$ cat src/rtl/wdt_pkg.sv
package wdt_pkg;
    // Control register field positions (software decodes these)
    localparam int CTRL_EXPIRED = 0;
    localparam int CTRL_RUN     = 1;
    localparam int CTRL_MODE    = 2;
    localparam int CTRL_RSTEN   = 3;

    typedef struct packed {
        logic rsten;
        logic mode;
        logic run;
        logic expired;
    } wdt_ctrl_t;
endpackage

$ cat src/rtl/wdt_lockreg.sv
module wdt_lockreg #(
    parameter int             RW  = 16,
    parameter logic [RW-1:0]  KEY = 16'hE551
) (
    input  logic          clk_i,
    input  logic          rst_ni,
    input  logic          wr_i,
    input  logic          sel_i,
    input  logic [RW-1:0] wdata_i,
    output logic          unlocked_o
);
    logic open_d, open_q;

    always_comb begin
        open_d = open_q;
        if (wr_i && sel_i) open_d = (wdata_i == KEY);
    end

    always_ff @(posedge clk_i or negedge rst_ni) begin
        if (!rst_ni) open_q <= 1'b0;
        else         open_q <= open_d;
    end

    assign unlocked_o = open_q;
endmodule

$ cat src/rtl/wdt_countdown.sv
module wdt_countdown #(
    parameter int CW = 32
) (
    input  logic          clk_i,
    input  logic          rst_ni,
    input  logic          load_i,
    input  logic [CW-1:0] load_val_i,
    input  logic          run_i,
    input  logic          tick_i,
    output logic          expire_o,
    output logic [CW-1:0] cnt_o
);
    logic [CW-1:0] cnt_d, cnt_q;
    logic          step;

    assign step     = run_i && tick_i && !load_i;
    assign expire_o = step && (cnt_q <= CW'(1));

    always_comb begin
        cnt_d = cnt_q;
        if (load_i)                      cnt_d = load_val_i;
        else if (step && cnt_q != '0)    cnt_d = cnt_q - CW'(1);
    end

    always_ff @(posedge clk_i or negedge rst_ni) begin
        if (!rst_ni) cnt_q <= '0;
        else         cnt_q <= cnt_d;
    end

    assign cnt_o = cnt_q;
endmodule

$ cat src/rtl/wdt_pulse.sv
module wdt_pulse #(
    parameter int PULSE_LEN = 4
) (
    input  logic clk_i,
    input  logic rst_ni,
    input  logic trig_i,
    output logic pulse_o
);
    localparam int PW = $clog2(PULSE_LEN + 1);

    logic [PW-1:0] left_d, left_q;

    always_comb begin
        left_d = left_q;
        if (trig_i)             left_d = PW'(PULSE_LEN);
        else if (left_q != '0)  left_d = left_q - PW'(1);
    end

    always_ff @(posedge clk_i or negedge rst_ni) begin
        if (!rst_ni) left_q <= '0;
        else         left_q <= left_d;
    end

    assign pulse_o = (left_q != '0);
endmodule

$ cat src/rtl/wdt_keylock.sv
module wdt_keylock #(
    parameter int            RW        = 16,
    parameter int            AW        = 8,
    parameter logic [RW-1:0] KEY       = 16'hE551,
    parameter int            PULSE_LEN = 4,
    parameter logic [AW-1:0] ADDR_LO   = 8'h80,
    parameter logic [AW-1:0] ADDR_HI   = 8'h84,
    parameter logic [AW-1:0] ADDR_CTRL = 8'h88,
    parameter logic [AW-1:0] ADDR_LOCK = 8'hA0
) (
    input  logic          clk_i,
    input  logic          rst_ni,
    input  logic          tick_i,
    input  logic          wr_i,
    input  logic [AW-1:0] addr_i,
    input  logic [RW-1:0] wdata_i,
    output logic [RW-1:0] rdata_o,
    output logic          sys_rst_o
);
    import wdt_pkg::*;

    localparam int CW = 2 * RW;

    typedef struct packed {
        logic [RW-1:0] lo;
        logic [RW-1:0] hi;
        wdt_ctrl_t     ctrl;
    } regs_t;

    regs_t         r_d, r_q;
    logic          unlocked;
    logic          wr_cfg;
    logic          start;
    logic          expire;
    logic [CW-1:0] cnt;

    wdt_lockreg #(.RW(RW), .KEY(KEY)) u_lock (
        .clk_i      (clk_i),
        .rst_ni     (rst_ni),
        .wr_i       (wr_i),
        .sel_i      (addr_i == ADDR_LOCK),
        .wdata_i    (wdata_i),
        .unlocked_o (unlocked)
    );

    assign wr_cfg = wr_i && unlocked;
    assign start  = wr_cfg && (addr_i == ADDR_CTRL) && wdata_i[CTRL_RUN] && !r_q.ctrl.run;

    wdt_countdown #(.CW(CW)) u_cnt (
        .clk_i      (clk_i),
        .rst_ni     (rst_ni),
        .load_i     (start),
        .load_val_i ({r_q.hi, r_q.lo}),
        .run_i      (r_q.ctrl.run),
        .tick_i     (tick_i),
        .expire_o   (expire),
        .cnt_o      (cnt)
    );

    wdt_pulse #(.PULSE_LEN(PULSE_LEN)) u_pulse (
        .clk_i   (clk_i),
        .rst_ni  (rst_ni),
        .trig_i  (expire && r_q.ctrl.rsten),
        .pulse_o (sys_rst_o)
    );

    always_comb begin
        r_d = r_q;
        if (wr_cfg) begin
            if (addr_i == ADDR_LO) r_d.lo = wdata_i;
            if (addr_i == ADDR_HI) r_d.hi = wdata_i;
            if (addr_i == ADDR_CTRL) begin
                r_d.ctrl.run   = wdata_i[CTRL_RUN];
                r_d.ctrl.mode  = wdata_i[CTRL_MODE];
                r_d.ctrl.rsten = wdata_i[CTRL_RSTEN];
                if (wdata_i[CTRL_EXPIRED]) r_d.ctrl.expired = 1'b0;
            end
        end
        // expiry outranks a same-cycle control write
        if (expire) begin
            r_d.ctrl.run = 1'b0;
            if (!r_q.ctrl.rsten) r_d.ctrl.expired = 1'b1;
        end
    end

    always_ff @(posedge clk_i or negedge rst_ni) begin
        if (!rst_ni) r_q <= '0;
        else         r_q <= r_d;
    end

    always_comb begin
        rdata_o = '0;
        if (addr_i == ADDR_LO)   rdata_o = r_q.lo;
        if (addr_i == ADDR_HI)   rdata_o = r_q.hi;
        if (addr_i == ADDR_CTRL) rdata_o = RW'(r_q.ctrl);
        if (addr_i == ADDR_LOCK) rdata_o = RW'(unlocked);
    end
endmodule

$ cat config.mk
export PLATFORM = sky130hd
export DESIGN_NAME = wdt_keylock
export DESIGN_NICKNAME = d
export VERILOG_FILES = /design/src/rtl/wdt_pkg.sv /design/src/rtl/wdt_lockreg.sv /design/src/rtl/wdt_countdown.sv /design/src/rtl/wdt_pulse.sv /design/src/rtl/wdt_keylock.sv
export SDC_FILE = /design/constraint.sdc
export NUM_CORES = 1
export LEC_CHECK = 0
export BUFFER_PORTS_ARGS = -buffer_cell sky130_fd_sc_hd__buf_2
export CAP_MARGIN = 0
export CORE_MARGIN = 10
export CORE_UTILIZATION = 51
export CTS_CLUSTER_SIZE = 24
export DETAILED_ROUTE_END_ITERATION = 12
export GPL_TIMING_DRIVEN = 0
export PLACE_DENSITY = 0.72
export SLEW_MARGIN = 20
export SYNTH_ARGS = -nofsm -noshare
export SYNTH_HDL_FRONTEND = slang
export SYNTH_SLANG_ARGS = --single-unit
$ cat constraint.sdc
create_clock -name clk_i -period 4.9 [get_ports clk_i]
set_input_delay 0.49 -clock clk_i [delete_from_list [all_inputs] [get_ports clk_i]]
set_output_delay 0.49 -clock clk_i [all_outputs]
set_load 0.01 [all_outputs]
---- Yosys cells after proc, flatten, opt, wreduce, memory -nomap -nowiden ----
Index checks and enable logic that the tools add are counted.
storage, ports and cells
  register bits ........................... 72
  output and inout port bits .............. 17
  logic and storage cells ................. 52
cells by class
  add/sub/neg operators ................... 2
  magnitude comparators ................... 1
  eq/ne operators ......................... 5
  mux-type cells .......................... 13
  reductions and logical operators ........ 22
operators with widths
  cell                   number
  $mux 16                4
  $mux 32                2
  $eq 8x8->1 const B     4
  $le 32x1->1 const B    1
  $reduce_bool 32->1     1
  $sub 32x1->32 const B  1
  $eq 16x16->1 const B   1
  $logic_and 1x1->1      10
  $reduce_and 2->1       4
  $reduce_bool 2->1      4
  $mux 2                 3
  $mux 3                 2
  $reduce_bool 3->1      1
  $sub 3x1->3 const B    1
  $logic_not 1->1        2
  $mux 1                 2

---- Depth between registers and ports, before layout ----
  depth after elaboration ................. 9
  mapped depth ............................ 8
  gate-level depth less buffers ........... 7

---- By module ----
Synthesis repeated with hierarchy kept, for this count alone.
second synthesis, totals
  cell total of the unflattened synthesis .. 404
  area, all modules ....................... 4165.2 sq um
modules (own cells, without submodules)
  module         instances  cells each  area each (sq um)  seq. area each (sq um)
  wdt_countdown  1          237         2093.3             800.8
  wdt_keylock    1          142         1799.2             900.9
  wdt_pulse      1          16          177.7              75.1
  wdt_lockreg    1          9           95.1               25.0

---- Worst setup path after synthesis ----
OpenSTA, ideal clock, no wires.
  path kind ............................... reg2reg
  from .................................... reg u_cnt.cnt_q[27], in the netlist u_cnt.cnt_o[27]
  to ...................................... reg u_cnt.cnt_q[0], in the netlist u_cnt.cnt_o[0]
  library setup time ...................... 126 ps
  arrival ................................. 2154 ps
  data required time ...................... 4774 ps
  slack ................................... 2620 ps
  cell stages (with the launch flop) ...... 8
  path buffers ............................ 2
  period minus slack after synthesis ...... 2280 ps
  cells stage by stage .................... dfrtp_1 > or4_4 > or3_4 > nor4_4 > buf_6 > buf_12 > nor3_1 > a221o_1
between the ends
  cells in the longest elaborated chain, start to end .. 3
ends and longest elaborated chain
  item                                line                 text
  start, declared                     wdt_countdown.sv:13  logic [CW-1:0] cnt_d, cnt_q;
  start signal, assigned              wdt_countdown.sv:27  else cnt_q <= cnt_d;
  $reduce_bool 32->1                  wdt_countdown.sv:22  else if (step && cnt_q != '0) cnt_d = cnt_q - CW'(1);
  $logic_and 1x1->1                   wdt_countdown.sv:22
  $reduce_bool 2->1 (no source line)  n/a
No other way between the ends.
A chain may end at the register's enable or synchronous reset.

---- Worst setup path after layout ----
  from .................................... reg u_cnt.cnt_q[6], in the netlist u_cnt.cnt_o[6]
  to ...................................... reg u_cnt.cnt_q[10], in the netlist u_cnt.cnt_o[10]
between the ends
  cells in the longest elaborated chain, start to end .. 3
  elaborated cells between the ends (all ways) .. 6
ends and longest elaborated chain
  item                                                 line
  $sub 32x1->32 or $reduce_bool 32->1 (tied branches)  wdt_countdown.sv:22
  $mux 32 or $logic_and 1x1->1 (tied branches)         wdt_countdown.sv:22
  $mux 32 or $reduce_bool 2->1 (tied branches)         n/a
Parallel ways exist; a longest one is shown, timed or not. The select of a mux whose other input is x is not followed.

==> reports/results.ini <==
[outcome]
status = completed

[global_routing]
gr-usage-all-layers_pct = 19.9
grt_max_degree = 47
grt_pass1_wl_microns = 20200
first_global_vias = 3738
antenna_found_initial = 0
overflow = 0

[sta]
fmax_mhz = 334
finalHoldViolCount = 0
tns_ps = 0
finalMaxSlewViolations = 0
max-slew-margin-rel_pct = 20.3
finClkSkew_ps = 10.2
holdWs_ps = 35.4
worst_pin_slew_ps = 1190
finalSetupViolations = 0
min_period_ps = 2990
rsz0062_at_grt = false
fin_crit_sh_pct = 61.1

[worst_setup_path]
worstSetupStartpointType = register
crit_buf_inv = 0
worstPathCellList = nor3_1 -> nand4_2 -> a211oi_1 -> a22oi_1 -> o211ai_1
end_kind = register
critical_path_arrival_ps = 3280
critPathRequiredTime_ps = 5180
critical_path.top_delay_family = compound AO/OA/AOI/OAI gates
r2r_end = u_cnt.cnt_o[10]$_DFFE_PN0P_
regToRegSetupSlack_ps = 1910
timing.rr.start = u_cnt.cnt_o[6]$_DFFE_PN0P_
cpMaxStageDelayCell = a211oi_1
cp_slowest_stage_delay_ps = 1090
crit_fanout = 10
crit_type = register to register
r2r_cells = 5

[floorplanning]
row_count = 32
die_h_microns = 110
dieArea_sq_mm = 0.0122
floorplan.initialDensity_pct = 53.2
io_pins = 45
core_area_sq_mm = 0.00785
die_w_microns = 110

[logic_synthesis]
syn-num-nets = 444
netlist_top_cells_area = dfrtp_1 43%, mux2_2 9.2%, nand2_1 3.3%
postSynthAreaPerCell_sq_um = 10.1
synth_cell_types = 61
synthTopCellsByCount = 72 x dfrtp_1, 37 x nand2_1, 34 x mux2_2
synth-edff-count = 0
ys_seq_elements = 72
yosysTopAreaCell = dfrtp_1
seq_area_frac_synth_pct = 43.2
synth_top_cell_area_share_pct = 43.2
ys.flop_type = dfrtp_1
ys_async_sr_fraction_pct = 100
synth.most_common_cell = dfrtp_1
netlist_area_sq_mm = 0.00417
syn-instance-count = 412
yosysWarningCount = 0

[layout]
antenna_cells = 0
drive_above_1_share_pct = 26.2
nNetsFinal = 500
fin_cells = 575
syn2layout_area_growth_pct = 14.0

[clock_tree]
cts_sinks = 72
cts_buffers = 9
cts-root-buf = clkbuf_8
clkLatencyLatePin_ps = 360
clkTransAtPathRegs_ps = 90
cts_buffer_depth = 2
cts_tree = done
holdBufCountCts = 0
htree_levels = 3
postCtsSetupRepairBufs = 0
post_cts_resized = 0

[power]
power_density_mw_per_mm2 = 414
p_leak_nw = 2.23
combPwrFrac_pct = 35.5
p_int_mw = 1.17
p_seq_share_pct = 39.3
power.share.clock_pct = 25.1
swShare_pct = 40.5
power_switching_mw = 0.798
irDropWorstVdd_v = 0.000205

[placement]
gp_congestion = 0.923
place_inst = 559
port_buffers = 44
place_hpwl_microns = 9130

[route]
drc = 0
drt_wl_total_microns = 12500
via_per_inst = 6.68
drtAntennaViolNets = 0
drt_pass1_iterations = 7
wl_per_cell_microns = 21.7
vias = 3841
dr.first_iter.drc_count = 394

[job]
max-cap-violations = 0

[hold_path]
hold_path_class = input pin to asynchronous set/reset pin

[stage by stage]
stage	setup slack [ps]	area (sq um)	power (mW)	util (%)
after floorplan	2620	4170	1.26	-
after global placement	2020	4520	1.44	57.6
after detailed placement	2030	4560	1.47	58.1
after CTS	1990	4760	1.96	60.7
after global routing	1740	4760	2.09	60.7
final	1910	4760	1.97	60.7
[worst register-to-register path, delay by kind of cell, from the launching register on]
family | cells | cell delay, ps
flops | 1 | 430
simple gates | 2 | 960
compound gates | 3 | 1530
[state kept, by name, summed over array words and instances (netlist names)]
register,flops
r_q,36
u_cnt.cnt_o,32
u_pulse.left_q,3
u_lock.unlocked_o,1
[layout by cell type, fill, tap and decap left out, types with 5 or more instances in the layout]
| master | n |
|---|---|
| dfrtp_1 | 72 |
| buf_2 | 48 |
| nand2_1 | 37 |
| mux2_2 | 34 |
| nor2_1 | 23 |
| inv_1 | 16 |
| nand3_1 | 15 |
| nor3_1 | 14 |
| clkbuf_8 | 13 |
| clkbuf_1 | 13 |
| a22o_1 | 13 |
| o21ai_0 | 12 |
| o211ai_1 | 11 |
| nor4_1 | 10 |
| a221o_1 | 10 |
| and3_1 | 9 |
| and2_1 | 8 |
| a32oi_1 | 6 |
| nor4b_1 | 5 |
| a31oi_1 | 5 |
| or4_1 | 5 |
| nand4_1 | 5 |
| or3_1 | 5 |
[how the worst max path moves through the flow]
stage                                       end  depth (start not counted)  slack (ps)                        start
detailed placement  u_cnt.cnt_o[10]$_DFFE_PN0P_                          5        2030   u_cnt.cnt_o[6]$_DFFE_PN0P_
finish              u_cnt.cnt_o[10]$_DFFE_PN0P_                          5        1910   u_cnt.cnt_o[6]$_DFFE_PN0P_
global placement    u_cnt.cnt_o[10]$_DFFE_PN0P_                          5        2020   u_cnt.cnt_o[6]$_DFFE_PN0P_
floorplan            u_cnt.cnt_o[0]$_DFFE_PN0P_                          7        2620  u_cnt.cnt_o[27]$_DFFE_PN0P_
global route        u_cnt.cnt_o[10]$_DFFE_PN0P_                          5        1740   u_cnt.cnt_o[6]$_DFFE_PN0P_
CTS                 u_cnt.cnt_o[10]$_DFFE_PN0P_                          5        1990   u_cnt.cnt_o[6]$_DFFE_PN0P_
[routing by layer]
layer  global-route usage [%]  part of all wire, %  up-vias
met5                        0                    0        -
met4                     6.99                  2.5        0
met3                     4.70                  8.0       36
met2                     29.8                   45      202
met1                     27.2                   44     1887
li1                         -                    -     1716
[layout make-up]
class,count,area [sq um]
Buffer,24,160
Clock buffer,9,124
Clock inverter,7,77.6
Fill cell,726,3090
Inverter,16,60.1
Multi-Input combinational cell,300,2160
Sequential cell,72,1800
Tap cell,102,128
Timing Repair Buffer,45,250
[power groups by stage]
| stage | registers [mW] | clock network, mW | logic [mW] |
|---|---|---|---|
| 5_1_grt | 0.787 | 0.528 | 0.771 |
| 3_3_place_gp | 0.776 | 0 | 0.668 |
| 4_1_cts | 0.771 | 0.501 | 0.689 |
| 6_report | 0.775 | 0.495 | 0.700 |
| 3_5_place_dp | 0.783 | 0 | 0.683 |
| 2_1_floorplan | 0.753 | 0 | 0.506 |
[logic make-up after synthesis]
kind of cell | synth area share [%]
XOR/XNOR | 0.210
buffers and inverters | 5.28
adder cells (fa/ha/maj) | 1.20
flip-flops | 43.2
multiplexers | 9.41
AND/OR/NAND/NOR | 22.3
AO/OA/AOI/OAI | 18.5
Power figures use the tool's default switching activity.
